<file path="src/rtl/intc_pkg.sv">
package intc_pkg;

    typedef enum logic [2:0] {
        RG_STAT  = 3'd0,
        RG_EN    = 3'd1,
        RG_CRIT  = 3'd2,
        RG_POL   = 3'd3,
        RG_TRIG  = 3'd4,
        RG_MSTAT = 3'd5
    } reg_code_e;

    localparam int REG_SEL_W = 3;

endpackage

</file>
<file path="src/rtl/intc_cond.sv">
// Per-source synchronizer, polarity and trigger qualification.
module intc_cond #(
    parameter int NSRC = 32
) (
    input  logic            clk,
    input  logic            rst_n,
    input  logic [NSRC-1:0] raw,
    input  logic [NSRC-1:0] pol,
    input  logic [NSRC-1:0] trig,
    output logic [NSRC-1:0] edge_set,
    output logic [NSRC-1:0] lvl_set
);

    logic [NSRC-1:0] sync1_q;
    logic [NSRC-1:0] sync2_q;
    logic [NSRC-1:0] hist_q;

    always_ff @(posedge clk or negedge rst_n) begin
        if (!rst_n) begin
            sync1_q <= '0;
            sync2_q <= '0;
            hist_q  <= '0;
        end else begin
            sync1_q <= raw;
            sync2_q <= sync1_q;
            hist_q  <= sync2_q;
        end
    end

    for (genvar b = 0; b < NSRC; b++) begin : g_bit
        logic act_now;
        logic act_old;
        always_comb begin
            act_now     = pol[b] ? sync2_q[b] : ~sync2_q[b];
            act_old     = pol[b] ? hist_q[b]  : ~hist_q[b];
            edge_set[b] = trig[b] & act_now & ~act_old;
            lvl_set[b]  = ~trig[b] & act_now;
        end
    end

endmodule

</file>
<file path="src/rtl/intc_core.sv">
// One controller instance: registers, status latch, output routing.
module intc_core
    import intc_pkg::*;
#(
    parameter int NSRC = 32
) (
    input  logic                 clk,
    input  logic                 rst_n,
    input  logic [NSRC-1:0]      src,
    input  logic                 wr_en,
    input  logic [REG_SEL_W-1:0] sel,
    input  logic [NSRC-1:0]      wdata,
    output logic [NSRC-1:0]      rd_word,
    output logic [NSRC-1:0]      stat_o,
    output logic [NSRC-1:0]      msk_o,
    output logic [NSRC-1:0]      crit_o,
    output logic                 irq_nc,
    output logic                 irq_cr
);

    logic [NSRC-1:0] stat_q, en_q, crit_q, pol_q, trig_q;
    logic [NSRC-1:0] edge_set, lvl_set, clr_mask, stat_nx, msk;
    reg_code_e       code;

    intc_cond #(.NSRC(NSRC)) u_cond (
        .clk      (clk),
        .rst_n    (rst_n),
        .raw      (src),
        .pol      (pol_q),
        .trig     (trig_q),
        .edge_set (edge_set),
        .lvl_set  (lvl_set)
    );

    always_comb begin
        code     = reg_code_e'(sel);
        clr_mask = (wr_en && code == RG_STAT) ? wdata : '0;
        // edge beats clear, level waits one cycle behind a clear
        stat_nx  = (stat_q & ~clr_mask) | edge_set | (lvl_set & ~clr_mask);
        msk      = stat_q & en_q;
    end

    always_ff @(posedge clk or negedge rst_n) begin
        if (!rst_n) begin
            stat_q <= '0;
            en_q   <= '0;
            crit_q <= '0;
            pol_q  <= '0;
            trig_q <= '0;
            irq_nc <= 1'b0;
            irq_cr <= 1'b0;
        end else begin
            stat_q <= stat_nx;
            irq_nc <= |(msk & ~crit_q);
            irq_cr <= |(msk & crit_q);
            if (wr_en) begin
                unique case (code)
                    RG_EN:   en_q   <= wdata;
                    RG_CRIT: crit_q <= wdata;
                    RG_POL:  pol_q  <= wdata;
                    RG_TRIG: trig_q <= wdata;
                    default: ;
                endcase
            end
        end
    end

    always_comb begin
        unique case (code)
            RG_STAT:  rd_word = stat_q;
            RG_EN:    rd_word = en_q;
            RG_CRIT:  rd_word = crit_q;
            RG_POL:   rd_word = pol_q;
            RG_TRIG:  rd_word = trig_q;
            RG_MSTAT: rd_word = msk;
            default:  rd_word = '0;
        endcase
    end

    assign stat_o = stat_q;
    assign msk_o  = msk;
    assign crit_o = crit_q;

endmodule

</file>
<file path="src/rtl/intc_vec.sv">
// Vector encoder: child priority by index, lowest set bit inside a child.
module intc_vec #(
    parameter int NCHILD = 3,
    parameter int NSRC   = 32,
    parameter int VW     = 7
) (
    input  logic [NCHILD-1:0] casc,
    input  logic [NSRC-1:0]   cmsk [NCHILD],
    output logic              valid,
    output logic [VW-1:0]     num
);

    localparam int PW = $clog2(NSRC);

    logic [PW-1:0] low_pos [NCHILD];
    logic [NCHILD-1:0] hit;

    for (genvar c = 0; c < NCHILD; c++) begin : g_child
        always_comb begin
            low_pos[c] = '0;
            for (int b = NSRC - 1; b >= 0; b--) begin
                if (cmsk[c][b]) low_pos[c] = PW'(b);
            end
            hit[c] = casc[c] & (|cmsk[c]);
        end
    end

    always_comb begin
        valid = 1'b0;
        num   = '0;
        for (int c = NCHILD - 1; c >= 0; c--) begin
            if (hit[c]) begin
                valid = 1'b1;
                num   = VW'(c * NSRC + (NSRC - 1) - int'(low_pos[c]));
            end
        end
    end

endmodule

</file>
<file path="src/rtl/intc_cascade.sv">
// Top: NCHILD child controllers feeding one root controller.
module intc_cascade
    import intc_pkg::*;
#(
    parameter int NCHILD = 3,
    parameter int NSRC   = 32,
    parameter int AW     = $clog2(NCHILD + 1) + REG_SEL_W,
    parameter int VW     = $clog2(NCHILD * NSRC)
) (
    input  logic                     clk,
    input  logic                     rst_n,
    input  logic [NCHILD*NSRC-1:0]   src_in,
    input  logic [AW-1:0]            bus_addr,
    input  logic                     bus_wr,
    input  logic [NSRC-1:0]          bus_wdata,
    output logic [NSRC-1:0]          bus_rdata,
    output logic                     irq_nc,
    output logic                     irq_cr,
    output logic                     vec_valid,
    output logic [VW-1:0]            vec_num
);

    localparam int NI   = NCHILD + 1;
    localparam int ROOT = NCHILD;
    localparam int IW   = AW - REG_SEL_W;

    logic [NSRC-1:0]      src_a  [NI];
    logic [NSRC-1:0]      rd_a   [NI];
    logic [NSRC-1:0]      stat_a [NI];
    logic [NSRC-1:0]      msk_a  [NI];
    logic [NSRC-1:0]      crit_a [NI];
    logic [NSRC-1:0]      cmsk   [NCHILD];
    logic [NI-1:0]        nc_a, cr_a;
    logic [NCHILD-1:0]    casc;
    logic [IW-1:0]        inst;
    logic [REG_SEL_W-1:0] sel;

    assign inst = bus_addr[AW-1:REG_SEL_W];
    assign sel  = bus_addr[REG_SEL_W-1:0];

    for (genvar i = 0; i < NI; i++) begin : g_inst
        if (i < NCHILD) begin : g_leaf
            for (genvar n = 0; n < NSRC; n++) begin : g_map
                assign src_a[i][NSRC-1-n] = src_in[i*NSRC+n];
            end
            assign cmsk[i] = msk_a[i];
            assign casc[i] = msk_a[ROOT][NSRC-1-i];
        end else begin : g_root
            for (genvar n = 0; n < NSRC; n++) begin : g_map
                if (n < NCHILD) begin : g_cas
                    assign src_a[i][NSRC-1-n] = nc_a[n];
                end else begin : g_tie
                    assign src_a[i][NSRC-1-n] = 1'b0;
                end
            end
        end

        intc_core #(.NSRC(NSRC)) u_core (
            .clk     (clk),
            .rst_n   (rst_n),
            .src     (src_a[i]),
            .wr_en   (bus_wr && int'(inst) == i),
            .sel     (sel),
            .wdata   (bus_wdata),
            .rd_word (rd_a[i]),
            .stat_o  (stat_a[i]),
            .msk_o   (msk_a[i]),
            .crit_o  (crit_a[i]),
            .irq_nc  (nc_a[i]),
            .irq_cr  (cr_a[i])
        );
    end

    intc_vec #(.NCHILD(NCHILD), .NSRC(NSRC), .VW(VW)) u_vec (
        .casc  (casc),
        .cmsk  (cmsk),
        .valid (vec_valid),
        .num   (vec_num)
    );

    always_ff @(posedge clk or negedge rst_n) begin
        if (!rst_n) begin
            bus_rdata <= '0;
        end else if (int'(inst) < NI) begin
            bus_rdata <= rd_a[inst];
        end else begin
            bus_rdata <= '0;
        end
    end

    assign irq_nc = nc_a[ROOT];
    assign irq_cr = |cr_a;

endmodule

</file>
<file path="config.mk">
export PLATFORM = sky130hd
export DESIGN_NAME = intc_cascade
export DESIGN_NICKNAME = d
export VERILOG_FILES = /design/src/rtl/intc_pkg.sv /design/src/rtl/intc_cond.sv /design/src/rtl/intc_core.sv /design/src/rtl/intc_vec.sv /design/src/rtl/intc_cascade.sv
export SDC_FILE = /design/constraint.sdc
export NUM_CORES = 2
export LEC_CHECK = 0
export ABC_CLOCK_PERIOD_IN_PS = 3500
export BUFFER_PORTS_ARGS = -buffer_cell sky130_fd_sc_hd__buf_2
export CORE_MARGIN = 8
export CORE_UTILIZATION = 30
export CTS_BUF_LIST = sky130_fd_sc_hd__clkbuf_2
export DETAILED_ROUTE_END_ITERATION = 10
export SYNTH_ARGS = -nofsm -noshare
export SYNTH_HDL_FRONTEND = slang
export SYNTH_HIERARCHICAL = 1
export SYNTH_SLANG_ARGS = --single-unit
export TNS_END_PERCENT = 10
</file>
<file path="constraint.sdc">
create_clock -name clk -period 3.5 [get_ports clk]
set_clock_uncertainty 0.05 [all_clocks]
set_input_delay 0.7 -clock clk [delete_from_list [all_inputs] [get_ports clk]]
set_output_delay 0.7 -clock clk [all_outputs]
set_load 0.005 [all_outputs]
</file>
Word level (Yosys, flattened, before mapping)
Cells that the tools add are included.
{ "totals": {"ff_bits": 977, "out_inout_bits": 42, "in_bits": 136, "wordCells": 1280} }
{ "classes": {"reduce_logical": 38, "magnitude_cmp": 1, "n_mux": 340, "addsub": 3, "n_eq_ne": 8, "n_bitwise": 849} }
{ "op_table": {"columns": ["cell", "count"], "rows": [
  ["32-bit one-hot mux with 6 select lines", 4],
  ["32-bit bitwise AND", 20],
  ["5-bit two-way mux", 96],
  ["1-bit NOT", 425],
  ["1-bit bitwise AND", 387],
  ["32-bit OR reduction", 11],
  ["32-bit NOT", 8],
  ["32-bit OR", 8],
  ["1-bit two-way mux", 230],
  ["32-bit two-way mux", 6],
  ["32-bit binary-select mux with 2-bit select", 1],
  ["2-bit AND reduction", 16],
  ["7-bit two-way mux", 3],
  ["1-bit logical AND", 8],
  ["6-bit by 5-bit subtractor with 7-bit output (first input constant)", 1],
  ["7-bit by 5-bit subtractor with 7-bit output (first input constant)", 1],
  ["3-bit by 2-bit == test with 1-bit output (second input constant)", 2],
  ["3-bit == test (second input constant)", 2],
  ["5-bit by 5-bit subtractor with 6-bit output (first input constant)", 1],
  ["2-bit == test (second input constant)", 2],
  ["4-bit OR reduction", 1],
  ["3-bit by 1-bit == test with 1-bit output (second input constant)", 1],
  ["3-bit >= comparator (second input constant)", 1],
  ["3-bit zero test", 1],
  ["other kinds (3)", 3]
]} }

Longest topological paths before layout
{ "logic_depth": {"ltp_word": 37, "ltp_mapped": 8, "depth_no_buf": 8} }

Cells and area by module
The synthesis kept the hierarchy.
{ "modules_own_cells": {"columns": ["mod", "area_each_um2", "seq_area_each_um2", "cells_per_inst", "n_inst"], "rows": [
  ["intc_core", 8042.7, 4053.9, 707, 4],
  ["intc_cond", 3602.2, 2402.3, 256, 4],
  ["intc_cascade", 1661.6, 800.8, 78, 1],
  ["intc_vec", 1242.4, 0.0, 217, 1]
]} }

Worst setup path before layout
OpenSTA, ideal clock, no wires.
{ "synth_path": {"path_kind": "flip-flop to output port", "startpoint": "register g_inst[1].u_core.en_q[8]", "endpoint": "output port vec_num[1]", "required_time_ns": 2.750, "stages_incl_launch_ff": 9, "arrival_time_ns": 2.132, "setup_slack_ns": 0.618, "n_path_buf": 0, "cell_sequence": "dfrtp_1 -> nand2_1 -> inv_1 -> nor4_2 -> nand4_2 -> o41ai_4 -> nand2b_2 -> a311o_1 -> a32oi_1"} }
{ "synth_rtl": {"columns": ["element", "line_no", "source"], "rows": [
  ["start: declaration", "intc_core.sv:21", "logic [NSRC-1:0] stat_q, en_q, crit_q, pol_q, trig_q;"],
  ["start signal: assignment", "intc_core.sv:58", "RG_EN: en_q <= wdata;"],
  ["end: declaration", "intc_cascade.sv:20", "output logic [VW-1:0] vec_num"]
]} }

==> out/results.ini <==
[drt]
antenna_left=0
drt-pass1-iter-count=6
vias_per_cell=5.23
route.detailed.drc=0
route.vias.total=39187
first_iter_violations=3464
totalWireLength_um=183000
wl_per_cell_um=24.4

[timing]
min_period_ns=5.00
hold_viol_final=0
finalCritPeriodShare_pct=143
setup_viol=9
max_slew_margin_pct=22.3
worst_slack_ns=-1.50
drv_slew=0
timing.fmax_mhz=200
tightest_slew_ns=1.17
rsz0062_at_grt=yes

[final_layout]
area_growth_pct=23.6
drive_gt1_share_pct=29.0
fillerInstances=16330
final_common_cell=dfrtp_1
nNetsFinal=5229
utilization_pct=37.2
design_area_um2=61100
layout_common_cells=dfrtp_1 (1,064), clkbuf_2 (454), nand2_1 (383)

[global_route]
grt.overflow.total=0
grt_pass1_wl_um=268000
antenna_found_initial=44
grt_usage_pct=19.9
grt_pass1_vias=39668
grt_max_degree=138

[floorplanning]
initial_utilization_pct=30.1
row_count=149
die_area_um2=178000
core_area_um2=164000
die_width_um=422
ios=178
die_h_um=422

[outcome]
outcome=finished with violations
violations=setup timing

[clock_tree]
htree_levels=5
cts_buffers=312
cts_buffer_depth=4
ctsRootBufferMaster=clkbuf_2
clkLatencyLatePin_ns=1.73
cts.sinks=1064
cts_tree=yes
path_clk_slew_ns=0.10

[pwr]
leakagePower_uw=0.0269
power_density_nw_per_um2=517
max-vdd-ir-drop_mv=0.231

[setup_path]
worst_path_largest_cell_delay_ns=0.63
path_cells=nand2_1 -> inv_1 -> o311ai_1 -> a311oi_1 -> o311ai_2 -> a311o_1 -> a32oi_4 -> buf_2
cp.arrival_ns=4.25
required_ns=2.75
crit_type=reg -> out
worstPathMaxFanout=5
cp_slowest_cell=o311ai_2
crit_buf_inv=2
start_kind=flop
cp-end-kind=primary output
crit_family=compound AO/OA/AOI/OAI gates

[synth]
syn_area_um2=49500
yosysSeqAreaShare_pct=53.8
synthArstFlopShare_pct=100
synth.avg_cell_area_um2=11.9
synth_warnings=6
synth_cell_types=64
ys_seq_elements=1064
postSynthCellCount=4147
synth-main-ff-cell=dfrtp_1
synth-edff-count=0

[hold_path]
min-delay-path-class=reg -> reg

[placement]
place_congestion=0.935
place_area_um2=54900
dp_hpwl_um=127000
io_buffers=177

[job]
cap_violations=0

## logic make-up after synthesis
kind of cell	Yosys count	synth area share [%]
compound gates	731	11.9
xor+xnor	128	2.27
buf+inv	335	3.16
flops	1064	53.8
mux	680	16.1
other cells	1	0.00758
simple gates	1208	12.8
## what timing repair did
item                       in CTS  in global routing
setup endpoints to repair       9                  9
hold buffers                  334                  0
pin swaps                      10                 12
hold endpoints to repair     1832                  0
setup buffers                   5                  0
gates resized for setup        34                 18
## layout make-up
type,count,area (um2),area share (%)
Antenna cell,20,50.0,0.0818
Clock buffer,454,2270,3.72
Clock inverter,52,263,0.430
Inverter,159,599,0.980
Multi-Input combinational cell,2776,21800,35.7
Sequential cell,1064,26600,43.5
Tap cell,2189,2740,4.48
Timing Repair Buffer,780,6780,11.1
## through the flow
step | worst slack, ns | std cells | TNS [ns] | hold slack (ns) | power [uW]
CTS | -1.74 | 7475 | -12.78 | 0.0000565 | 31900
global placement | -0.356 | 6630 | -0.356 | 0.281 | 22200
detailed placement | -0.332 | 6630 | -0.341 | 0.285 | 22300
finish | -1.50 | 7494 | -10.65 | 0.202 | 31600
global route | -1.70 | 7480 | -12.56 | 0.0626 | 33400
floorplan | 0.618 | 4175 | 0 | 0.281 | 18900
## sequential cells by signal, summed over array words and instances, names as in the netlist
signal	cells
g_inst.u_core/crit_o	128
g_inst.u_core/en_q	128
g_inst.u_core/pol_q	128
g_inst.u_core/stat_o	128
g_inst.u_core/trig_q	128
g_inst.u_core/u_cond/hist_q	128
g_inst.u_core/u_cond/sync1_q	128
g_inst.u_core/u_cond/sync2_q	128
bus_rdata	32
g_inst.u_core/irq_cr	4
g_inst.u_core/irq_nc	4
## cell usage after synthesis (5+ instances only)
cell type	n	share of area, %
a211o_1	5	0.088
mux2_1	148	3.4
clkbuf_1	60	0.46
or2_2	8	0.10
nor2_1	304	2.3
o31ai_1	5	0.076
o221ai_1	109	1.9
a31oi_1	6	0.076
a32oi_1	107	1.9
inv_1	155	1.2
o31ai_2	124	3.1
o21ai_0	40	0.40
nand4_1	22	0.28
nand4_2	5	0.13
buf_6	14	0.32
or2_1	120	1.5
nand2_1	386	2.9
a21oi_1	145	1.5
mux2_2	372	8.5
buf_2	76	0.77
nor4_1	41	0.52
mux4_2	36	1.6
nand2b_1	113	1.4
or4_1	10	0.15
xor2_1	128	2.3
a211oi_1	7	0.11
a22oi_1	84	1.3
buf_4	20	0.30
nand4b_1	128	2.3
o22ai_1	72	0.91
nor3_1	15	0.15
mux2i_1	120	2.4
dfrtp_1	1064	54
nor2b_1	18	0.23
nor4bb_1	8	0.16
## routing by layer
layer  vias to the layer above  global-route usage [%]  routed length [um]
li1                      17223                       -                   -
met3                       391                    5.15               13600
met4                        10                    10.2                9770
met2                      1445                    31.4               84600
met5                         -                       0                  73
met1                     20118                    25.3               75200
## power by group
part	total (uW)	internal (uW)	switching, uW
registers	15500	13800	1760
clock network	8940	3550	5380
logic	7160	3180	3980
total	31600	20500	11100
## final timing paths
kind	slack, ns	cells past startpoint	to	from
worst max-delay path	-1.50	8	vec_num[1]	g_inst[2].u_core/stat_o[29]
worst min register to register	0.20	0	g_inst[3].u_core/u_cond/sync2_q[0]	g_inst[3].u_core/u_cond/sync1_q[0]
worst max register to register	1.18	5	bus_rdata[16]	g_inst[1].u_core/stat_o[16]
max in group asynchronous	1.56	7	g_inst[3].u_core/u_cond/sync2_q[22]	rst_n
worst min-delay path	0.20	0	g_inst[3].u_core/u_cond/sync2_q[0]	g_inst[3].u_core/u_cond/sync1_q[0]
min in group asynchronous	0.55	5	g_inst[3].u_core/stat_o[20]	rst_n
Note: power is estimated with default switching activity, not from simulation.
